File: src/rtl/gfr_pkg.sv
package gfr_pkg;

    typedef enum logic [1:0] {
        RX_IDLE,
        RX_MID,
        RX_BITS,
        RX_HOLD
    } rx_state_t;

    typedef enum logic [1:0] {
        EM_IDLE,
        EM_PULSE,
        EM_GAP,
        EM_DONE
    } em_state_t;

endpackage

File: src/rtl/gfr_sync.sv
module gfr_sync #(
    parameter int WIDTH  = 2,
    parameter int STAGES = 2
) (
    input  logic             clk,
    input  logic             rst_n,
    input  logic [WIDTH-1:0] d,
    output logic [WIDTH-1:0] q
);
    logic [WIDTH-1:0] chain [STAGES];

    for (genvar s = 0; s < STAGES; s++) begin : g_stage
        if (s == 0) begin : g_first
            always_ff @(posedge clk or negedge rst_n) begin
                if (!rst_n) chain[0] <= '0;
                else        chain[0] <= d;
            end
        end else begin : g_next
            always_ff @(posedge clk or negedge rst_n) begin
                if (!rst_n) chain[s] <= '0;
                else        chain[s] <= chain[s-1];
            end
        end
    end

    assign q = chain[STAGES-1];
endmodule

File: src/rtl/gfr_bit_rx.sv
module gfr_bit_rx
    import gfr_pkg::*;
#(
    parameter int FRAME_BITS = 72,
    parameter int OVS        = 16
) (
    input  logic                  clk,
    input  logic                  rst_n,
    input  logic                  tick_en,
    input  logic                  data_s,
    input  logic                  gate_s,
    output logic                  frame_full,
    output logic [FRAME_BITS-1:0] frame_bits
);
    localparam int TW = (OVS > 2) ? $clog2(OVS) : 1;
    localparam int BW = $clog2(FRAME_BITS + 1);
    localparam logic [TW-1:0] MID_T = TW'(OVS/2 - 1);
    localparam logic [TW-1:0] BIT_T = TW'(OVS - 1);
    localparam logic [BW-1:0] LAST_B = BW'(FRAME_BITS - 1);

    rx_state_t state, nxt;
    logic          gate_q;
    logic          gate_rise;
    logic [TW-1:0] tcnt;
    logic [BW-1:0] bcnt;
    logic          hit;
    logic          last;
    logic          active;
    logic          sample_stb;

    assign gate_rise  = gate_s & ~gate_q;
    assign active     = (state == RX_MID) || (state == RX_BITS);
    assign hit        = tick_en && (tcnt == ((state == RX_MID) ? MID_T : BIT_T));
    assign last       = (bcnt == LAST_B);
    assign sample_stb = active && gate_s && hit;

    // state register
    always_ff @(posedge clk or negedge rst_n) begin
        if (!rst_n) state <= RX_IDLE;
        else        state <= nxt;
    end

    always_comb begin
        nxt = state;
        unique case (state)
            RX_IDLE: if (gate_rise) nxt = RX_MID;
            RX_MID, RX_BITS: begin
                if (!gate_s)  nxt = RX_IDLE;
                else if (hit) nxt = last ? RX_HOLD : RX_BITS;
            end
            RX_HOLD: if (!gate_s) nxt = RX_IDLE;
            default: nxt = RX_IDLE;
        endcase
    end

    // datapath and outputs
    always_ff @(posedge clk or negedge rst_n) begin
        if (!rst_n) begin
            gate_q     <= 1'b0;
            tcnt       <= '0;
            bcnt       <= '0;
            frame_bits <= '0;
            frame_full <= 1'b0;
        end else begin
            gate_q     <= gate_s;
            frame_full <= sample_stb && last;
            if (!active) begin
                tcnt <= '0;
                bcnt <= '0;
            end else if (gate_s && tick_en) begin
                tcnt <= hit ? '0 : tcnt + 1'b1;
            end
            if (sample_stb) begin
                frame_bits <= {frame_bits[FRAME_BITS-2:0], data_s};
                bcnt       <= bcnt + 1'b1;
            end
        end
    end

    // a gate drop during collection returns the receiver to idle
    p_abort_r8: assert property (@(posedge clk) disable iff (!rst_n)
        (active && !gate_s) |=> (state == RX_IDLE));

    // once complete, the receiver waits for the gate to fall
    p_hold_r9: assert property (@(posedge clk) disable iff (!rst_n)
        (state == RX_HOLD && gate_s) |=> (state == RX_HOLD));

    // a completed frame is reported only from the holding state
    p_full_hold_r3: assert property (@(posedge clk) disable iff (!rst_n)
        frame_full |-> (state == RX_HOLD || state == RX_IDLE));
endmodule

File: src/rtl/gfr_word_emit.sv
module gfr_word_emit
    import gfr_pkg::*;
#(
    parameter int FRAME_BITS = 72,
    parameter int WORD_W     = 16,
    parameter int IRQ_LEN    = 2
) (
    input  logic                  clk,
    input  logic                  rst_n,
    input  logic                  load,
    input  logic [FRAME_BITS-1:0] frame_bits,
    output logic [WORD_W-1:0]     word_out,
    output logic                  word_irq,
    output logic                  frame_done,
    output logic                  busy
);
    localparam int NUM_WORDS = (FRAME_BITS + WORD_W - 1) / WORD_W;
    localparam int BUF_W     = NUM_WORDS * WORD_W;
    localparam int LW        = $clog2(IRQ_LEN + 1);
    localparam int CW        = $clog2(NUM_WORDS + 1);
    localparam logic [LW-1:0] LEN_T  = LW'(IRQ_LEN - 1);
    localparam logic [CW-1:0] LAST_W = CW'(NUM_WORDS - 1);

    em_state_t state, nxt;
    logic [BUF_W-1:0] buf_q;
    logic [BUF_W-1:0] ext;
    logic [LW-1:0]    lcnt;
    logic [CW-1:0]    wcnt;
    logic             len_end;

    assign ext     = BUF_W'(frame_bits);
    assign len_end = (lcnt == LEN_T);

    // state register
    always_ff @(posedge clk or negedge rst_n) begin
        if (!rst_n) state <= EM_IDLE;
        else        state <= nxt;
    end

    always_comb begin
        nxt = state;
        unique case (state)
            EM_IDLE:  if (load) nxt = EM_PULSE;
            EM_PULSE: if (len_end) nxt = EM_GAP;
            EM_GAP:   if (len_end) nxt = (wcnt == LAST_W) ? EM_DONE : EM_PULSE;
            EM_DONE:  nxt = EM_IDLE;
            default:  nxt = EM_IDLE;
        endcase
    end

    // outputs and datapath
    always_ff @(posedge clk or negedge rst_n) begin
        if (!rst_n) begin
            buf_q    <= '0;
            word_out <= '0;
            lcnt     <= '0;
            wcnt     <= '0;
        end else begin
            lcnt <= (nxt != state) ? '0 : lcnt + 1'b1;
            if (state == EM_IDLE && load) begin
                word_out <= ext[BUF_W-1 -: WORD_W];
                buf_q    <= ext << WORD_W;
                wcnt     <= '0;
            end else if (state == EM_GAP && nxt == EM_PULSE) begin
                word_out <= buf_q[BUF_W-1 -: WORD_W];
                buf_q    <= buf_q << WORD_W;
                wcnt     <= wcnt + 1'b1;
            end
        end
    end

    assign word_irq   = (state == EM_PULSE);
    assign frame_done = (state == EM_DONE);
    assign busy       = (state != EM_IDLE);

    // the word bus moves only together with a rising interrupt
    p_word_stable_r6: assert property (@(posedge clk) disable iff (!rst_n)
        !$stable(word_out) |-> $rose(word_irq));

    // done is a single-cycle flag
    p_done_single_r7: assert property (@(posedge clk) disable iff (!rst_n)
        frame_done |=> !frame_done);

    // done and interrupt never coincide
    p_done_excl_r7: assert property (@(posedge clk) disable iff (!rst_n)
        frame_done |-> !word_irq);

    // a new frame never lands while words are still going out
    p_no_overrun_r9: assert property (@(posedge clk) disable iff (!rst_n)
        load |-> (state == EM_IDLE));

    if (IRQ_LEN > 1) begin : g_width
        // a pulse never lasts a single cycle when IRQ_LEN exceeds one
        p_irq_width_r5: assert property (@(posedge clk) disable iff (!rst_n)
            $rose(word_irq) |=> word_irq);
    end
endmodule

File: src/rtl/gated_frame_rx.sv
module gated_frame_rx
    import gfr_pkg::*;
#(
    parameter int FRAME_BITS  = 72,
    parameter int WORD_W      = 16,
    parameter int OVS         = 16,
    parameter int IRQ_LEN     = 2,
    parameter int SYNC_STAGES = 2
) (
    input  logic              clk,
    input  logic              rst_n,
    input  logic              tick_en,
    input  logic              ser_data,
    input  logic              ser_gate,
    output logic [WORD_W-1:0] word_out,
    output logic              word_irq,
    output logic              frame_done
);
    logic [1:0]            sync_q;
    logic                  full;
    logic [FRAME_BITS-1:0] bits;
    logic                  em_busy;

    gfr_sync #(.WIDTH(2), .STAGES(SYNC_STAGES)) u_sync (
        .clk   (clk),
        .rst_n (rst_n),
        .d     ({ser_gate, ser_data}),
        .q     (sync_q)
    );

    gfr_bit_rx #(.FRAME_BITS(FRAME_BITS), .OVS(OVS)) u_rx (
        .clk        (clk),
        .rst_n      (rst_n),
        .tick_en    (tick_en),
        .data_s     (sync_q[0]),
        .gate_s     (sync_q[1]),
        .frame_full (full),
        .frame_bits (bits)
    );

    gfr_word_emit #(.FRAME_BITS(FRAME_BITS), .WORD_W(WORD_W), .IRQ_LEN(IRQ_LEN)) u_em (
        .clk        (clk),
        .rst_n      (rst_n),
        .load       (full),
        .frame_bits (bits),
        .word_out   (word_out),
        .word_irq   (word_irq),
        .frame_done (frame_done),
        .busy       (em_busy)
    );

    // nothing is emitted unless a frame has been loaded
    p_idle_quiet_r1: assert property (@(posedge clk) disable iff (!rst_n)
        (!em_busy && !full) |=> !word_irq);
endmodule

File: config.mk
export PLATFORM = sky130hd
export DESIGN_NAME = gated_frame_rx
export DESIGN_NICKNAME = d
export VERILOG_FILES = /design/src/rtl/gfr_pkg.sv /design/src/rtl/gfr_sync.sv /design/src/rtl/gfr_bit_rx.sv /design/src/rtl/gfr_word_emit.sv /design/src/rtl/gated_frame_rx.sv
export SDC_FILE = /design/constraint.sdc
export NUM_CORES = 1
export LEC_CHECK = 0
export BUFFER_PORTS_ARGS = -buffer_cell sky130_fd_sc_hd__buf_2
export CAP_MARGIN = 5
export CORE_MARGIN = 5
export CORE_UTILIZATION = 56
export CTS_CLUSTER_DIAMETER = 120
export CTS_CLUSTER_SIZE = 24
export DETAILED_ROUTE_END_ITERATION = 8
export PLACE_DENSITY_LB_ADDON = 0.1
export SLEW_MARGIN = 10
export SYNTH_ARGS = -nofsm -noshare
export SYNTH_HDL_FRONTEND = slang
export SYNTH_SLANG_ARGS = --single-unit
File: constraint.sdc
create_clock -name clk -period 1.75 [get_ports clk]
set_input_delay 0.0875 -clock clk [delete_from_list [all_inputs] [get_ports clk]]
set_output_delay 0.0875 -clock clk [all_outputs]
set_load 0.01 [all_outputs]
==> results of run 1 <==
## report_power, final
part | switching (mW) | leakage (nW) | total (mW) | internal [mW]
Sequential | 0.0328 | 2.47 | 4.18 | 4.15
Combinational | 0.273 | 1.86 | 0.507 | 0.234
Clock | 1.59 | 0.293 | 4.02 | 2.43
Total | 1.89 | 4.62 | 8.71 | 6.81
## final cells by class
type | count | area, um2 | share of cell area [%]
tap | 172 | 215.2 | 2.267
sequential | 178 | 4456 | 46.93
timing repair buffer | 86 | 977.2 | 10.29
multi-input combinational | 381 | 3199 | 33.70
inverter | 5 | 18.77 | 0.1977
clock inverter | 12 | 181.4 | 1.911
clock buffer | 20 | 446.7 | 4.705
## timing repair
item                                    CTS  global route
hold buffers                              4             0
hold endpoints to repair                 46             0
cloned                                    1            10
setup buffers                             5             9
endpoints found under the setup margin  110           131
pin swaps                                 2            29
gates resized for setup                  37            94
## cell usage in the layout (no fill, tap or decap), types with 16 or more instances in the layout
cell type	count
and3_4	40
a221o_1	40
clkbuf_16	23
buf_12	16
dfrtp_1	177
buf_4	28
nand2_1	88
nand3_1	54
buf_2	21
mux2_2	20
mux2_4	52
## worst register-to-register path, stage by stage (launching register included)
cell       delay, ns
dfrtp_1         0.36
inv_1           0.06
ha_2            0.18
a21boi_4        0.19
nand3b_1        0.14
buf_8           0.19
clkbuf_16       0.18
and3_4          0.18
a221o_1         0.26
## layer usage
| metal | routed length (um) | up-vias | GRT usage (%) |
|---|---|---|---|
| li1 | - | 2283 | - |
| met2 | 8204 | 111 | 31.46 |
| met1 | 7432 | 2554 | 28.11 |
| met5 | 0 | - | 0 |
| met4 | 487 | 0 | 6.770 |
| met3 | 608 | 34 | 3.988 |
## logic make-up after synthesis
kind of cell | synth area share, %
AND/OR/NAND/NOR | 14.95
flip-flops | 60.48
multiplexers | 11.15
AO/OA/AOI/OAI | 7.628
buffers and inverters | 3.262
XOR/XNOR | 1.172
adder cells (fa/ha/maj) | 1.359
## state kept, by name (all words and copies together) (netlist names), 2 cells and up
name / cells
u_rx.frame_bits: 72
u_em.buf_q: 64
u_em.word_out: 16
u_rx.bcnt: 7
u_rx.tcnt: 4
u_em.wcnt: 3
u_em.lcnt: 2
u_em.state: 2
u_rx.state: 2
u_sync.chain: 2
u_sync.q: 2
## metrics by stage
step / instances / util, %
floorplan: 606 / -
global placement: 793 / 62.25
detailed placement: 793 / 62.25
CTS: 835 / 69.14
global route: 854 / 74.33
finish: 854 / 74.33
## synth_stat cells
cell	number	area, um2
a211oi_1	1	7.510
a21boi_0	4	30.03
a21boi_1	1	7.510
a21o_1	1	7.510
a21oi_1	12	60.06
a221o_1	40	400.4
a22oi_1	1	7.510
a2bb2oi_1	1	8.760
and2_1	9	56.30
and3_1	40	250.2
and3b_1	1	8.760
buf_1	2	7.510
buf_2	9	45.04
buf_6	7	78.83
clkbuf_1	24	90.09
dfrtp_1	178	4454
ha_1	8	100.1
inv_1	5	18.77
mux2_2	72	810.8
mux2i_1	1	10.01
nand2_1	94	352.8
nand2b_1	2	12.51
nand3_1	55	275.3
nand3b_1	2	15.01
nand4_1	1	6.260
nor2_1	7	26.28
nor2b_1	3	18.77
nor3_1	2	10.01
nor3_4	1	16.27
nor3b_1	1	7.510
nor4_1	2	12.51
nor4b_1	1	8.760
nor4bb_1	1	10.01
o21ai_0	5	25.02
o31ai_1	1	7.510
or3_1	1	6.260
or3_2	1	7.510
xnor2_1	2	17.52
xnor2_2	1	16.27
xor2_1	6	52.55
## worst paths after layout
check	startpoint	end	slack, ns	depth (start not counted)
setup reg to reg	u_em.lcnt[1]	u_em.buf_q[52]	-0.10	8
hold / removal	rst_n	u_em.word_out[13]	0.18	2
min in group clk	ser_gate	u_sync.chain[3]	0.31	2
setup / recovery	u_em.lcnt[1]	u_em.buf_q[52]	-0.10	8
hold reg to reg	u_sync.chain[3]	u_sync.q[1]	0.36	0
max in group asynchronous	rst_n	u_rx.tcnt[2]	0.91	3
==> out/metrics.yaml, run 1 <==
setup_path:
  arrival_ns: 2.16
  slowest_stage: "dfrtp_1"
  cp_top_family: "compound AO/OA/AOI/OAI gates"
  endpoint_kind: "flip-flop"
  path_cells: "inv_1, ha_2, a21boi_4, nand3b_1, buf_8, clkbuf_16, and3_4, a221o_1"
  worstSetupStartpointType: "flip-flop"
  cp.required_ns: 2.06
  path_max_fanout: 8
  slowest_delay_ns: 0.36
  setup.worst_path.class: "reg2reg"
  critPathBufInv: 3
floorplanning:
  die_area_mm2: 0.01554
  die_h_um: 124.7
  die_x_um: 124.7
  initial_core_util_pct: 57.66
  core-area_mm2: 0.01277
  fp-row-count: 41
  ioPinCount: 23
detailed_routing:
  ant_nets: 0
  vias: 4982
  drtIter0Drc: 396
  postRouteWirelength_um: 16730
  drt-pass1-iter-count: 4
  avgViaCountPerCell: 5.834
  wire_per_inst_um: 19.59
  route.detailed.drc: 0
sta:
  tightestPinTransition_ns: 0.4755
  period_share_pct: 105.7
  relSlewSlack_pct: 68.30
  clock_skew_ns: 0.01120
  drv_slew: 0
  timing.fmax_mhz: 540.5
  final_hold_viol_count: 0
  finalSetupTns_ns: -5.280
  holdWs_ns: 0.1758
  fin_ws_ns: -0.1002
  rsz0062_at_grt: "true"
  setup_violations: 111
  period_needed_ns: 1.850
status:
  violations: "setup timing"
  status: "complete, but fails checks"
grt:
  grtUsageTotal_pct: 20.02
  antenna_found_initial: 0
  grt_pass1_vias: 5080
  overflow: 0
  grt_first_pass_wirelength_um: 25510
  grt_max_degree: 62
logic_synthesis:
  synth_fp_nets: 619
  avgSynthCellArea_um2: 12.15
  synth_area_mm2: 0.007365
  synth_cell_types: 40
  yosysWarnings: 0
  ys_ff_latch: 178
  synthCells: 606
  yosysSeqAreaShare_pct: 60.48
finish:
  antenna_cells: 0
  layout.nets: 682
  fin_area_mm2: 0.009494
  num-fill-cells: 846
  drive_above_1_share_pct: 37.39
  syn_to_final_growth_pct: 28.92
place:
  dp_hpwl_um: 8667
  routabilityCongestion: 0.7477
  dpl_worst_slack_ns: -0.08343
  placed_area_mm2: 0.007951
  port_buffers: 22
worst_hold_path:
  hold_path_class: "in2async"
cts:
  cts.reportedPaths.clkPinSlew_ns: 0.07
  clock_latency_ns: 0.43
  htreeDepth: 4
  clockBufferDepth: 2
  cts_buffers: 17
  ctsRootBufferMaster: "clkbuf_16"
  cts_tree: "yes"
  clock_sinks: 178
pwr:
  ir_drop_v: 0.0005891
  power.density_mw_per_mm2: 917.3
  fin_total_pwr_mw: 8.709
  power_leakage_nw: 4.622
flow_run:
  drv_cap: 0
Power figures use the tool's default switching activity.
==> run 2: changes to the inputs <==
--- a/config.mk
+++ b/config.mk
@@ -5,11 +5,12 @@
 export SDC_FILE = /design/constraint.sdc
 export NUM_CORES = 1
 export LEC_CHECK = 0
+export ABC_AREA = 1
 export BUFFER_PORTS_ARGS = -buffer_cell sky130_fd_sc_hd__buf_2
 export CAP_MARGIN = 5
 export CORE_MARGIN = 5
 export CORE_UTILIZATION = 56
-export CTS_CLUSTER_DIAMETER = 120
+export CTS_CLUSTER_DIAMETER = 30
 export CTS_CLUSTER_SIZE = 24
 export DETAILED_ROUTE_END_ITERATION = 8
 export PLACE_DENSITY_LB_ADDON = 0.1
==> out/metrics.yaml, run 2 <==
logic_synthesis:
  yosysSeqAreaShare_pct: 58.41  # -2.1 points
  synth_area_mm2: 0.007626  # +3.6%
  async_flop_share_pct: 100.0  # unchanged
  synth_cell_types: 27  # -33%
  avgSynthCellArea_um2: 8.473  # -30%
  ys_top_cells_by_count: "nand2_1 (382), dfrtp_1 (178), o21ai_0 (117), inv_1 (80), nand3_1 (55)"
  yosysWarnings: 0  # unchanged
  yosysMostFrequentCell: "nand2_1"
  synthCells: 900  # +49%
  synth_fp_nets: 913  # +47%
  synth-main-ff-cell: "dfrtp_1"
  ys_top_cells_by_area: "dfrtp_1 (58%), nand2_1 (19%), o21ai_0 (7.7%)"
  synth_top_area_share_pct: 58.41  # -2.1 points
  ys_ff_latch: 178  # unchanged
  synth_area_leader_cell: "dfrtp_1"
  synth_edf_count: 0  # unchanged
setup_path:
  r2r-start: "u_rx.state[0]"
  cp.required_ns: 2.05  # about the same
  arrival_ns: 1.96  # -0.20 ns
  crit_top_cell: "buf_4"
  slowest_stage: "dfrtp_1"
  path_cells: "inv_1, ha_1, nand2_2, inv_4, nand3_4, buf_4, buf_4, nand2_1, o21ai_0"
  slowest_delay_ns: 0.39  # +0.03 ns
  worstSetupStartpointType: "flip-flop"
  crit_path_start: "u_rx.state[0]"
  critPathBufInv: 4  # +1
  path_max_fanout: 5  # -3
  setup.worst_path.class: "reg2reg"
  endpoint_kind: "flip-flop"
  cp_top_family: "buffers and inverters"
cts:
  ctsRootBufferMaster: "clkbuf_16"
  cts_buffers: 17  # unchanged
  clock_latency_ns: 0.43  # about the same
  htreeDepth: 4  # unchanged
  clockBufferDepth: 2  # unchanged
  cts_tree: "yes"
  cts.reportedPaths.clkPinSlew_ns: 0.06  # about the same
  clock_sinks: 178  # unchanged
sta:
  tightestPinTransition_ns: 0.5454  # +0.06988 ns
  clock_skew_ns: 0.007437  # -0.003765 ns
  timing.fmax_mhz: 601.6  # +11%
  period_needed_ns: 1.662  # -0.1880 ns
  setup_violations: 0  # -100%
  holdWs_ns: 0.1957  # +0.01985 ns
  fin_ws_ns: 0.08774  # +0.1880 ns
  period_share_pct: 94.99  # -11 points
  finalSetupTns_ns: 0  # +5.280 ns
  relSlewSlack_pct: 63.64  # -4.7 points
  drv_slew: 0  # unchanged
  final_hold_viol_count: 0  # unchanged
finish:
  fin_util_pct: 65.66  # -8.7 points
  layout.nets: 939  # +38%
  drive_above_1_share_pct: 9.798  # -28 points
  syn_to_final_growth_pct: 14.47
  num-fill-cells: 1105  # +31%
  largest_reg_flops: 72  # unchanged
  largest_registers: "u_rx.frame_bits: 72 flops, u_em.buf_q: 64 flops, u_em.word_out: 16 flops"
  antenna_cells: 0  # unchanged
  layout_commonest_cell: "nand2_1"
  multi_input_area_mm2: 0.002619  # -18%
  final_cell_mix: "nand2_1 (381), dfrtp_1 (178), o21ai_0 (117)"
  top_register: "u_rx.frame_bits"
  regArea_mm2: 0.004454  # about the same
floorplanning:
  ioPinCount: 23  # unchanged
  die_h_um: 126.7  # +1.6%
  initial_core_util_pct: 57.36  # -0.30 points
  core-area_mm2: 0.01330  # +4.1%
  fp-row-count: 42  # +2.4%
  die_x_um: 126.7  # +1.6%
  die_area_mm2: 0.01605  # +3.3%
grt:
  grtUsageTotal_pct: 20.25  # +0.23 points
  use_met3_pct: 3.825  # -0.16 points
  grt-busiest-layer: "met2"
  grt_use_met1_pct: 27.21  # -0.90 points
  grt_pass1_vias: 5697  # +12%
  grt_first_pass_wirelength_um: 26680  # +4.6%
  grt_util_met2_pct: 33.16  # +1.7 points
  antenna_found_initial: 0  # unchanged
  grt_max_degree: 58  # -6.5%
  overflow: 0  # unchanged
pwr:
  power.density_mw_per_mm2: 994.7  # +8.4%
  ir_drop_v: 0.0009350  # +59%
  power_leakage_nw: 4.351  # -5.9%
status:
  status: "finished, final reports clean"
detailed_routing:
  route.detailed.drc: 0  # unchanged
  drt-pass1-iter-count: 4  # unchanged
  vias: 5692  # +14%
  wire_per_inst_um: 13.65  # -30%
  postRouteWirelength_um: 15220  # -9.0%
  ant_nets: 0  # unchanged
  drtIter0Drc: 362  # -8.6%
  avgViaCountPerCell: 5.105  # -12%
place:
  routabilityCongestion: 0.7705  # +3.0%
  port_buffers: 22  # unchanged
  dp_hpwl_um: 9790  # +13%
  dpl_worst_slack_ns: 0.03301  # +0.1164 ns
flow_run:
  drv_cap: 0  # unchanged
worst_hold_path:
  hold_path_class: "in2async"
## run 2: changes by cell type in the layout (fill, tap and decap cells not counted), moves of 6 or more
cell,before,now
a21oi_2,7,0
a221o_1,40,0
and2_1,8,0
and3_4,40,0
buf_4,28,14
clkbuf_16,23,17
inv_1,3,79
mux2_2,20,0
mux2_4,52,0
nand2_1,88,381
o21ai_0,5,117
## run 2: cells by family (layout without fill, tap and decap cells)
family / count (synthesis) / count (layout) / share of synthesized area (%)
simple gates: 453 / 454 / 23.76
flops: 178 / 178 / 58.41
compound gates: 129 / 129 / 8.564
buf+inv: 129 / 167 / 7.613
fa+ha+maj: 8 / 8 / 1.313
xor+xnor: 3 / 3 / 0.3446
## run 2: worst paths after layout
check | endpoint | slack [ns] | cells past startpoint
max | u_rx.frame_bits[4] | 0.09 | 9
min | u_em.word_out[2] | 0.20 | 2
max reg2reg | u_rx.frame_bits[4] | 0.09 | 9
min reg2reg | u_sync.q[1] | 0.35 | 0
max in group asynchronous | u_rx.frame_bits[38] | 0.84 | 3
min in group clk | u_sync.chain[3] | 0.30 | 2
## run 2: cell type report
cell class                      count  share of cell area [%]
Inverter                           83                   3.626
Clock buffer                       19                   5.074
Timing Repair Buffer               52                   5.647
Tap cell                          176                   2.523
Sequential cell                   178                   51.02
Clock inverter                     13                   2.107
Multi-Input combinational cell    594                   30.00
## run 2: worst register-to-register path: cells and delay by family (launching register included)
kind            cells  cell delay (ns)
buf+inv             4             0.47
flops               1             0.39
fa+ha+maj           1             0.31
simple gates        3             0.27
compound gates      1             0.09
## run 2: stage by stage
step	cell area [um2]	power, mW	instances
floorplan	7626	4.517	900
global placement	8004	4.721	1073
detailed placement	8004	4.744	1073
CTS	8671	8.748	1109
global route	8730	9.046	1115
finish	8730	8.684	1115
## run 2: metal layers
metal	wire length (um)	vias up
li1	-	2858
met1	7023	2733
met2	7535	84
met3	444	17
met4	220	0
met5	0	-
## run 2: repair_timing
| item | in CTS | in global routing |
|---|---|---|
| hold buffers | 4 | 0 |
| endpoints found under the setup margin | 0 | 77 |
| endpoints found under the hold margin | 57 | 0 |
| resized for setup | 0 | 5 |
| setup buffers | 0 | 5 |
## run 2: power by group
| group | total, mW | internal [mW] | leakage (nW) | switching, mW |
|---|---|---|---|---|
| combinational | 0.504 | 0.172 | 1.61 | 0.332 |
| sequential | 4.19 | 4.16 | 2.45 | 0.0368 |
| clock | 3.99 | 2.42 | 0.288 | 1.56 |
| total | 8.68 | 6.75 | 4.35 | 1.93 |
